File: config.mk
export PLATFORM = sky130hd
export DESIGN_NAME = irq_bitfile
export DESIGN_NICKNAME = d
export VERILOG_FILES = /design/src/rtl/irq_bf_pkg.sv /design/src/rtl/irq_bf_store.sv /design/src/rtl/irq_bf_arb.sv /design/src/rtl/irq_bitfile.sv
export SDC_FILE = /design/constraint.sdc
export NUM_CORES = 1
export LEC_CHECK = 0
export ABC_AREA = 1
export BUFFER_PORTS_ARGS = -buffer_cell sky130_fd_sc_hd__buf_2
export CELL_PAD_IN_SITES_DETAIL_PLACEMENT = 1
export CELL_PAD_IN_SITES_GLOBAL_PLACEMENT = 2
export CORE_MARGIN = 4
export CORE_UTILIZATION = 24
export DETAILED_ROUTE_END_ITERATION = 6
export PLACE_DENSITY = 0.8
export SLEW_MARGIN = 20
export SYNTH_ARGS = -nofsm -noshare
export SYNTH_HDL_FRONTEND = slang
export SYNTH_HIERARCHICAL = 1
export SYNTH_SLANG_ARGS = --single-unit
File: constraint.sdc
create_clock -name clk -period 1.13 [get_ports clk]
set_input_delay 0.226 -clock clk [delete_from_list [all_inputs] [get_ports clk]]
set_output_delay 0.226 -clock clk [all_outputs]
set_load 0.05 [all_outputs]
File: src/rtl/irq_bf_pkg.sv
`timescale 1ns/1ps
package irq_bf_pkg;
  localparam int unsigned NIBBLES = 4;
  localparam int unsigned NIB_W   = 4;
  localparam int unsigned NSRC    = 5;
  localparam int unsigned NIB_AW  = $clog2(NIBBLES);
  localparam int unsigned BIT_AW  = $clog2(NIB_W);
  localparam int unsigned POS_W   = NIB_AW + BIT_AW;
  localparam int unsigned NBITS   = NIBBLES * NIB_W;
  localparam int unsigned IDX_W   = $clog2(NSRC + 1) + 0;
  localparam logic [IDX_W-1:0] IDX_NONE = '1;

  localparam int unsigned IE_POS  = 0;
  localparam int unsigned SPR_POS = 1;

  typedef enum logic [IDX_W-1:0] {
    SRC_EXT0 = 3'd0,
    SRC_EXT1 = 3'd1,
    SRC_TMRA = 3'd2,
    SRC_TMRB = 3'd3,
    SRC_SER  = 3'd4
  } src_e;

  // flat position of a source's request flag; the mask sits one above it
  function automatic int unsigned flag_pos(int unsigned s);
    case (s)
      0:       return 2;
      1:       return 4;
      2:       return 6;
      3:       return 8;
      default: return 12;
    endcase
  endfunction

  function automatic int unsigned mask_pos(int unsigned s);
    return flag_pos(s) + 1;
  endfunction

  function automatic logic pos_is_flag(int unsigned p);
    for (int unsigned s = 0; s < NSRC; s++)
      if (flag_pos(s) == p) return 1'b1;
    return 1'b0;
  endfunction

  function automatic int unsigned pos_src(int unsigned p);
    for (int unsigned s = 0; s < NSRC; s++)
      if (flag_pos(s) == p) return s;
    return 0;
  endfunction

  function automatic logic pos_used(int unsigned p);
    if (p == IE_POS || p == SPR_POS) return 1'b1;
    for (int unsigned s = 0; s < NSRC; s++)
      if (flag_pos(s) == p || mask_pos(s) == p) return 1'b1;
    return 1'b0;
  endfunction

  // lowest pending index wins; IDX_NONE when the vector is empty
  function automatic logic [IDX_W-1:0] pick_index(logic [NSRC-1:0] req);
    logic [IDX_W-1:0] r;
    r = IDX_NONE;
    for (int s = NSRC - 1; s >= 0; s--)
      if (req[s]) r = IDX_W'(s);
    return r;
  endfunction

  function automatic logic [NSRC-1:0] index_to_grant(logic [IDX_W-1:0] idx);
    logic [NSRC-1:0] g;
    g = '0;
    for (int unsigned s = 0; s < NSRC; s++)
      if (idx == IDX_W'(s)) g[s] = 1'b1;
    return g;
  endfunction
endpackage

File: src/rtl/irq_bf_store.sv
`timescale 1ns/1ps
module irq_bf_store
  import irq_bf_pkg::*;
(
  input  logic              clk,
  input  logic              rst,
  input  logic [NIB_AW-1:0] nib,
  input  logic [BIT_AW-1:0] bsel,
  input  logic              sw_set,
  input  logic              sw_clr,
  input  logic              ack,
  input  logic [NSRC-1:0]   evt,
  output logic [NBITS-1:0]  bits_q
);
  logic [NBITS-1:0] sel;
  logic [NBITS-1:0] set_hit;
  logic [NBITS-1:0] clr_hit;

  always_comb sel = {{(NBITS-1){1'b0}}, 1'b1} << {nib, bsel};
  assign set_hit = sel & {NBITS{sw_set}};
  assign clr_hit = sel & {NBITS{sw_clr}};

  for (genvar p = 0; p < NBITS; p++) begin : g_bit
    if (!pos_used(p)) begin : g_unused
      assign bits_q[p] = 1'b0;

      unused_quiet_chk: assert property (@(posedge clk) disable iff (rst)
        (set_hit[p] || clr_hit[p]) |=> $stable(bits_q));
    end else if (pos_is_flag(p)) begin : g_flag
      localparam int unsigned S = pos_src(p);
      logic q;
      always_ff @(posedge clk) begin
        if (rst)             q <= 1'b0;
        else if (evt[S])     q <= 1'b1;
        else if (clr_hit[p]) q <= 1'b0;
      end
      assign bits_q[p] = q;

      flag_sw_set_chk: assert property (@(posedge clk) disable iff (rst)
        (set_hit[p] && !clr_hit[p] && !evt[S]) |=> $stable(bits_q[p]));

      evt_set_chk: assert property (@(posedge clk) disable iff (rst)
        evt[S] |=> bits_q[p]);

      evt_wins_chk: assert property (@(posedge clk) disable iff (rst)
        (evt[S] && clr_hit[p]) |=> bits_q[p]);

      ack_keeps_flag_chk: assert property (@(posedge clk) disable iff (rst)
        (ack && !evt[S] && !clr_hit[p]) |=> $stable(bits_q[p]));
    end else if (p == IE_POS) begin : g_enable
      logic q;
      always_ff @(posedge clk) begin
        if (rst)             q <= 1'b0;
        else if (ack)        q <= 1'b0;
        else if (clr_hit[p]) q <= 1'b0;
        else if (set_hit[p]) q <= 1'b1;
      end
      assign bits_q[p] = q;

      ack_clear_chk: assert property (@(posedge clk) disable iff (rst)
        ack |=> !bits_q[p]);

      ie_set_chk: assert property (@(posedge clk) disable iff (rst)
        (set_hit[p] && !clr_hit[p] && !ack) |=> bits_q[p]);
    end else begin : g_plain
      logic q;
      always_ff @(posedge clk) begin
        if (rst)             q <= 1'b0;
        else if (clr_hit[p]) q <= 1'b0;
        else if (set_hit[p]) q <= 1'b1;
      end
      assign bits_q[p] = q;

      plain_set_chk: assert property (@(posedge clk) disable iff (rst)
        (set_hit[p] && !clr_hit[p]) |=> bits_q[p]);

      clr_wins_chk: assert property (@(posedge clk) disable iff (rst)
        clr_hit[p] |=> !bits_q[p]);
    end
  end


  one_bit_chk: assert property (@(posedge clk) disable iff (rst)
    (!ack && evt == '0) |=> $countones(bits_q ^ $past(bits_q)) <= 1);
endmodule

File: src/rtl/irq_bf_arb.sv
`timescale 1ns/1ps
module irq_bf_arb
  import irq_bf_pkg::*;
(
  input  logic             clk,
  input  logic             rst,
  input  logic [NSRC-1:0]  flags,
  input  logic [NSRC-1:0]  masks,
  input  logic             ie,
  output logic [NSRC-1:0]  grant,
  output logic [IDX_W-1:0] idx,
  output logic             any
);
  logic [NSRC-1:0] req;

  assign req   = flags & ~masks & {NSRC{ie}};
  assign idx   = pick_index(req);
  assign grant = index_to_grant(idx);
  assign any   = |grant;


  grant_onehot_chk: assert property (@(posedge clk) disable iff (rst)
    $onehot0(grant));

  grant_in_req_chk: assert property (@(posedge clk) disable iff (rst)
    (grant & ~req) == '0);

  idx_none_chk: assert property (@(posedge clk) disable iff (rst)
    (req == '0) |-> (idx == IDX_NONE));

  pend_or_chk: assert property (@(posedge clk) disable iff (rst)
    any == (req != '0));

  gate_chk: assert property (@(posedge clk) disable iff (rst)
    !ie |-> !any);
endmodule

File: src/rtl/irq_bitfile.sv
`timescale 1ns/1ps
module irq_bitfile
  import irq_bf_pkg::*;
(
  input  logic             clk,
  input  logic             rst,
  input  logic [1:0]       cpu_nib,
  input  logic [1:0]       cpu_bit,
  input  logic             cpu_set,
  input  logic             cpu_clr,
  input  logic             cpu_test,
  output logic             test_status,
  input  logic [4:0]       src_evt,
  input  logic             irq_ack,
  output logic             sp_reset_bit,
  output logic             irq_pending,
  output logic [4:0]       irq_grant,
  output logic [2:0]       irq_index
);
  logic [NBITS-1:0] bits_q;
  logic [NSRC-1:0]  flag_v;
  logic [NSRC-1:0]  mask_v;
  logic             ie_q;

  irq_bf_store store_i (
    .clk    (clk),
    .rst    (rst),
    .nib    (cpu_nib),
    .bsel   (cpu_bit),
    .sw_set (cpu_set),
    .sw_clr (cpu_clr),
    .ack    (irq_ack),
    .evt    (src_evt),
    .bits_q (bits_q)
  );

  for (genvar s = 0; s < NSRC; s++) begin : g_src
    assign flag_v[s] = bits_q[flag_pos(s)];
    assign mask_v[s] = bits_q[mask_pos(s)];
  end
  assign ie_q         = bits_q[IE_POS];
  assign sp_reset_bit = bits_q[SPR_POS];

  irq_bf_arb arb_i (
    .clk   (clk),
    .rst   (rst),
    .flags (flag_v),
    .masks (mask_v),
    .ie    (ie_q),
    .grant (irq_grant),
    .idx   (irq_index),
    .any   (irq_pending)
  );

  assign test_status = cpu_test & bits_q[{cpu_nib, cpu_bit}];


  rst_clear_chk: assert property (@(posedge clk)
    rst |=> (bits_q == '0 && !irq_pending && irq_index == IDX_NONE));

  test_idle_chk: assert property (@(posedge clk) disable iff (rst)
    !cpu_test |-> !test_status);
endmodule

==> flow_summary.toml, run 1 <==
[status]
outcome = "finished with violations"
violations = "negative setup slack"

[setup_path]
path_max_fanout = 4
required_ps = 900
critical_path_arrival_ps = 1390
crit_path_cell_trace = "buf_12, nand2_4, nor2_4, nor2_4, nand2_4, nor2_4, buf_6"
critical_path_class = "reg2out"
worst_setup_end_kind = "output pin"
timing.reg2reg.worst_path_depth = 4
rr_endpoint = "store_i/g_bit[0].g_enable.q"
critPathMaxStageDelay_ps = 370
reg2reg_from = "store_i/g_bit[0].g_enable.q"
worstSetupStartpointType = "flop"
cpMostUsedCell = "sky130_fd_sc_hd__nor2_4"
regToRegSetupSlack_ps = 290
timing.critical_path.slowest_stage_cell = "sky130_fd_sc_hd__dfxtp_4"
path_delay_family = "simple AND/OR/NAND/NOR gates"
worst-path-buf-inv = 2

[timing]
setup_viol = 10
setup_repair_after_global_routing_missed_its_margin = "true"
layout_min_cycle_time_ps = 1617
finalCritPeriodShare_pct = 143.1
max_freq_mhz = 618.5
hold_viol = 0
final-max-slew-violation-count = 0
whs_ps = 197.2
finalWorstSetupSlack_ps = -486.9
fin_worst_skew_ps = 0

[placement]
dp.final_hpwl_mm = 2.540
rd_place_congestion = 0.7746
io_buffers = 25
place.detailed.instances = 266
place_worst_setup_slack_ps = -361.5
detailed_place.area_um2 = 1353

[detailed_routing]
post-route-drc-count = 0
detail_route.first_pass.iterations = 4
per_cell_routed_wire_length_um = 12.07
antenna_left = 0
post_drt_via_cell_ratio = 4.434
routed_wl_mm = 3.306
first_iter_violations = 31
dr_total_vias = 1215

[logic_synthesis]
synth.area.mux_share_pct = 0
yosys.cell_types.count = 20
yosysWarningCount = 6
main_combinational_cell_family_by_area_after_synthesis = "simple AND/OR/NAND/NOR gates"
syn-mean-instance-area_um2 = 5.819
syn-instance-count = 189
synth-simple-area-share_pct = 44.94
post_synth_xor_area_fraction_pct = 0
fraction_of_the_yosys_area_taken_by_sequential_cells_pct = 21.84
syn-cell-area_um2 = 1100
synthAdderAreaFrac_pct = 0
synth_compound_area_share_pct = 7.281
ffs_latches_synth = 12

[power]
power.leakage_nw = 0.7722
power.switching_w = 0.0003641
irDropWorstVdd_mv = 0.4898
power_frac_clock_pct = 39.0
power.share.combinational_pct = 23.4
pwr-share-seq_pct = 37.7
switching_share_pct = 29.94
cellPowerDensity_nw_per_um2 = 728.8
cellInternalPower_w = 0.0008523

[finish]
fin_util_pct = 38.07
post_route_cells_drive_above_1_share_pct = 47.30
post-route-cell-area_um2 = 1669
n_antenna_cell = 0
layout_stage_area_growth_over_the_synthesis_result_pct = 51.76
layout.nets = 238
final_cells = 274

[floorplan]
die_area_um2 = 5730
core.rowCount = 24
die-height_um = 75.70
fp.coreArea_um2 = 4384
floorplan.initialDensity_pct = 25.09
x_dimension_of_the_die_um = 75.70
pin_count = 26

[clock_network]
cts_max_level = 1
cts_tree = "built"
insertion_delay_ps = 240
ctsRootBufferMaster = "sky130_fd_sc_hd__clkbuf_8"
post_cts_hold_buffer_count = 0
cts.sinks = 12
clock_buffers_created_by_tritoncts = 3
clock_transition_time_at_the_flip_flop_clock_pins_of_the_worst_setup_and_hold_paths_ps = 60
clockBufferDepth = 2

[grt]
first_global_vias = 1174
maximum_number_of_pins_on_one_net_before_global_route_repair = 11
grt_usage_pct = 12.24
grt_antenna_before_repair = 0
global_route.overflow_total = 0
grt_first_pass_wirelength_mm = 5.409

[flow_run]
cap_violations = 0

[worst_hold_path]
holdPathStages = 3
worstHoldStart = "src_evt[4]"
min_path_type = "in2reg"
hold_path_end = "store_i/g_bit[12].g_flag.q"
## Yosys cell counts
master | number | area share [%]
sky130_fd_sc_hd__nor2_2 | 5 | 2.8
sky130_fd_sc_hd__o21ai_1 | 5 | 2.3
sky130_fd_sc_hd__conb_1 | 1 | 0.34
sky130_fd_sc_hd__nand3_2 | 2 | 1.8
sky130_fd_sc_hd__nand4_1 | 2 | 1.1
sky130_fd_sc_hd__nor2_4 | 2 | 2.0
sky130_fd_sc_hd__nand3_1 | 23 | 10
sky130_fd_sc_hd__dfxtp_1 | 12 | 22
sky130_fd_sc_hd__nor2_1 | 26 | 8.9
sky130_fd_sc_hd__clkinv_1 | 2 | 0.68
sky130_fd_sc_hd__nand2_1 | 41 | 14
sky130_fd_sc_hd__nand2_2 | 4 | 2.3
sky130_fd_sc_hd__nor3_1 | 1 | 0.45
sky130_fd_sc_hd__buf_4 | 16 | 11
sky130_fd_sc_hd__o21ai_0 | 1 | 0.45
sky130_fd_sc_hd__nand2_4 | 1 | 1.0
sky130_fd_sc_hd__a21oi_1 | 10 | 4.6
sky130_fd_sc_hd__inv_2 | 4 | 1.4
sky130_fd_sc_hd__buf_6 | 3 | 3.1
sky130_fd_sc_hd__inv_1 | 28 | 9.6
## registers in the layout (all words and copies together), names as in the netlist
register,flops
store_i/g_bit.g_enable.q,1
store_i/g_bit.g_flag.q,5
store_i/g_bit.g_plain.q,6
## per-stage QoR
stage	setup TNS, ps	power, W
after CTS	-3976	0.001226
after detailed placement	-2693	0.0007316
after global routing	-4601	0.001291
final	-4017	0.001216
after floorplan	-2441	0.0006607
after global placement	-2596	0.0007301
## metal layers
metal | part of all wire [%] | vias up | track usage (%) | routed length (um)
li1 | - | 630 | - | -
met1 | 45 | 564 | 16.27 | 1491
met2 | 51 | 21 | 21.57 | 1684
met3 | 3.9 | 0 | 1.583 | 130
met5 | 0 | - | 0 | 0
met4 | 0 | 0 | 1.748 | 0
## tightest hold or removal path, cell delays in order
cell                      delay, ps
sky130_fd_sc_hd__buf_2           70
sky130_fd_sc_hd__a21oi_1         30
sky130_fd_sc_hd__nor2_1          70
## cell type report
cell class / count / area [um^2]
clock buffer: 4 / 55.05
fill: 542 / 2715
inverter: 34 / 133.9
multi-input combinational: 127 / 755.7
sequential: 12 / 276.5
tap: 52 / 65.06
timing repair buffer: 45 / 382.9
## cells in the final DEF (no fill, tap or decap)
master                       count
sky130_fd_sc_hd__buf_8           3
sky130_fd_sc_hd__nor2_4          6
sky130_fd_sc_hd__nand3_4         2
sky130_fd_sc_hd__dfxtp_4         9
sky130_fd_sc_hd__conb_1          4
sky130_fd_sc_hd__nand2_1        33
sky130_fd_sc_hd__buf_4          15
sky130_fd_sc_hd__buf_12          1
sky130_fd_sc_hd__nor2_2          6
sky130_fd_sc_hd__clkbuf_8        4
sky130_fd_sc_hd__dfxtp_1         1
sky130_fd_sc_hd__nand3_1        15
sky130_fd_sc_hd__o21ai_1         4
sky130_fd_sc_hd__nor3_4          1
sky130_fd_sc_hd__a21oi_4         1
sky130_fd_sc_hd__nand4_1         2
sky130_fd_sc_hd__nand3_2         8
sky130_fd_sc_hd__dfxtp_2         2
sky130_fd_sc_hd__clkinvlp_4      1
sky130_fd_sc_hd__buf_6          12
sky130_fd_sc_hd__clkinv_1        2
sky130_fd_sc_hd__o21ai_0         1
sky130_fd_sc_hd__a21oi_1         9
sky130_fd_sc_hd__nand2_4         6
sky130_fd_sc_hd__inv_4           1
sky130_fd_sc_hd__nor2_1         21
sky130_fd_sc_hd__o21ai_4         1
sky130_fd_sc_hd__buf_2          14
sky130_fd_sc_hd__inv_2           5
sky130_fd_sc_hd__nand2_2         7
sky130_fd_sc_hd__inv_1          25
## what timing repair did
item,CTS,global route
buffers inserted,2,2
setup endpoints to repair,11,11
endpoints found under the hold margin,0,0
resized for setup,44,27
pin swaps,7,6
## worst max-delay path by stage
stage / cells after the start / slack [ps] / startpoint / endpoint
floorplan: 6 / -440 / store_i/g_bit[0].g_enable.q / irq_pending
global placement: 9 / -360 / cpu_bit[0] / test_status
detailed placement: 9 / -360 / cpu_bit[0] / test_status
CTS: 7 / -450 / store_i/g_bit[0].g_enable.q / irq_index[0]
global route: 7 / -550 / store_i/g_bit[0].g_enable.q / irq_grant[3]
finish: 7 / -490 / store_i/g_bit[0].g_enable.q / irq_grant[3]
## cells by family after synthesis
| family | after synthesis |
|---|---|
| AOI/OAI and AO/OA | 16 |
| and+or+nand+nor | 107 |
| buffers and inverters | 53 |
| other | 1 |
| DFF | 12 |
## power by group through the flow
stage | clock network (W) | logic, W | registers [W]
after floorplan | 0 | 0.000203 | 0.000457
after global placement | 0 | 0.000256 | 0.000475
after detailed placement | 0 | 0.000257 | 0.000474
after CTS | 0.000490 | 0.000274 | 0.000461
after global routing | 0.000511 | 0.000318 | 0.000462
final | 0.000474 | 0.000284 | 0.000458
No activity file was read; power rests on OpenSTA's default activity.
==> run 2: changes to the inputs <==
--- a/config.mk
+++ b/config.mk
@@ -11,8 +11,10 @@
 export CELL_PAD_IN_SITES_GLOBAL_PLACEMENT = 2
 export CORE_MARGIN = 4
 export CORE_UTILIZATION = 24
+export CTS_BUF_LIST = sky130_fd_sc_hd__clkbuf_8 sky130_fd_sc_hd__clkbuf_16
 export DETAILED_ROUTE_END_ITERATION = 6
 export PLACE_DENSITY = 0.8
+export REMOVE_ABC_BUFFERS = 1
 export SLEW_MARGIN = 20
 export SYNTH_ARGS = -nofsm -noshare
 export SYNTH_HDL_FRONTEND = slang
==> flow_summary.toml, run 2 (synthesis gave the netlist of run 1 again) <==
[clock_network]
clock_transition_time_at_the_flip_flop_clock_pins_of_the_worst_setup_and_hold_paths_ps = 60
post_cts_hold_buffer_count = 0
ctsRootBufferMaster = "sky130_fd_sc_hd__clkbuf_8"
clockBufferDepth = 2
insertion_delay_ps = 240
cts_tree = "built"
cts_max_level = 1
clock_buffers_created_by_tritoncts = 3
cts.sinks = 12

[setup_path]
worstSetupStartpointType = "flop"
path_max_fanout = 5
timing.critical_path.slowest_stage_cell = "sky130_fd_sc_hd__dfxtp_4"
crit_path_cell_trace = "clkbuf_16, nand2_4, nor2_4, nor2_4, nand2_2, nor2_2, buf_6"
critical_path_class = "reg2out"
cpMostUsedCell = "sky130_fd_sc_hd__nor2_4"
critical_path_arrival_ps = 1350
required_ps = 900
critPathMaxStageDelay_ps = 360
worst_setup_end_kind = "output pin"
worst-path-buf-inv = 2
path_delay_family = "simple AND/OR/NAND/NOR gates"

[timing]
finalCritPeriodShare_pct = 139.2
fin_worst_skew_ps = 0
finalWorstSetupSlack_ps = -442.8
final-max-slew-violation-count = 0
hold_viol = 0
layout_min_cycle_time_ps = 1573
setup_repair_after_global_routing_missed_its_margin = "true"
setup_viol = 10
max_freq_mhz = 635.8

[placement]
io_buffers = 25
rd_place_congestion = 0.7984
place.detailed.instances = 265
dp.final_hpwl_mm = 2.464

[finish]
layout_stage_area_growth_over_the_synthesis_result_pct = 37.77
n_antenna_cell = 0
mostFrequentLayoutCells = "sky130_fd_sc_hd__nand2_1 (39), sky130_fd_sc_hd__inv_1 (28), sky130_fd_sc_hd__nor2_1 (21)"
most_common_cell_after_layout_fill_and_taps_aside = "sky130_fd_sc_hd__nand2_1"
fillerInstances = 588
largest_reg_flops = 6
max_flop_register = "store_i/g_bit.g_plain.q"
final_cells = 272
reg_top3 = "store_i/g_bit.g_plain.q: 6 flops, store_i/g_bit.g_flag.q: 5 flops, store_i/g_bit.g_enable.q: 1 flops"
post_route_cells_drive_above_1_share_pct = 39.09
layout.nets = 236

[power]
power.leakage_nw = 0.7513
irDropWorstVdd_mv = 0.6646
cellPowerDensity_nw_per_um2 = 797.1
fin_total_pwr_w = 0.001208

[status]
outcome = "finished with violations"
violations = "negative setup slack"

[grt]
maximum_number_of_pins_on_one_net_before_global_route_repair = 11
global_route.overflow_total = 0
first_global_vias = 1106
grt_first_pass_wirelength_mm = 4.802
grt_antenna_before_repair = 0
grt_usage_pct = 10.84

[floorplan]
x_dimension_of_the_die_um = 75.70
fp.coreArea_um2 = 4384
die_area_um2 = 5730
core.rowCount = 24
pin_count = 26
floorplan.initialDensity_pct = 25.09
die-height_um = 75.70

[flow_run]
cap_violations = 0

[detailed_routing]
routed_wl_mm = 3.116
post_drt_via_cell_ratio = 4.327
post-route-drc-count = 0
per_cell_routed_wire_length_um = 11.46
antenna_left = 0
dr_total_vias = 1177
first_iter_violations = 35
detail_route.first_pass.iterations = 4

[worst_hold_path]
min_path_type = "in2reg"
-- run 2: through the flow --
step	hold slack (ps)	worst slack, ps	utilization, %	area [um^2]	setup TNS (ps)
finish	197.3	-442.8	34.56	1515	-3752
global route	221.6	-519.0	34.56	1515	-4480
CTS	196.9	-466.8	32.02	1404	-3667
detailed placement	441.6	-329.2	29.02	1272	-2108
global placement	433.9	-333.3	29.02	1272	-1986
floorplan	295.1	-869.9	-	957.2	-4609
-- run 2: worst reg2reg max path, delay by kind of cell (launching register included) --
family,cells,cell delay (ps)
flip-flops,1,360
buffers and inverters,3,340
AO/OA/AOI/OAI,1,50
-- run 2: worst paths after layout --
kind	slack (ps)	cells after the start	endpoint	start
setup reg to reg	270	4	store_i/g_bit[0].g_enable.q	store_i/g_bit[0].g_enable.q
setup / recovery	-440	7	irq_grant[2]	store_i/g_bit[0].g_enable.q
hold reg to reg	480	2	store_i/g_bit[3].g_plain.q	store_i/g_bit[3].g_plain.q
hold / removal	200	3	store_i/g_bit[12].g_flag.q	src_evt[4]
-- run 2: what timing repair did --
| item | 4_1_cts | 5_1_grt |
|---|---|---|
| gates resized for setup | 27 | 21 |
| pin swaps | 2 | 7 |
| setup endpoints to repair | 11 | 11 |
| cloned | 0 | 1 |
| setup buffers | 0 | 2 |
-- run 2: where the power goes --
| part | switching, W | internal [W] | total (W) |
|---|---|---|---|
| registers | 0.0000202 | 0.000442 | 0.000462 |
| clock network | 0.000168 | 0.000308 | 0.000476 |
| logic | 0.000161 | 0.000108 | 0.000269 |
-- run 2: area by class of cell --
type                            count  area (um^2)  share of cell area (%)
Clock buffer                        4        55.05                   3.633
Inverter                           34        127.6                   8.423
Tap cell                           52        65.06                   4.294
Sequential cell                    12        252.7                   16.68
Multi-Input combinational cell    127        651.9                   43.02
Timing Repair Buffer               43        362.8                   23.95
-- run 2: routing by layer --
layer | vias up | part of all wire, % | wire [um] | track usage, %
met5 | - | 0 | 0 | 0
met4 | 0 | 0.32 | 10 | 1.748
met3 | 2 | 3.9 | 120 | 2.111
met2 | 17 | 49 | 1513 | 18.02
met1 | 537 | 47 | 1471 | 14.77
li1 | 621 | - | - | -
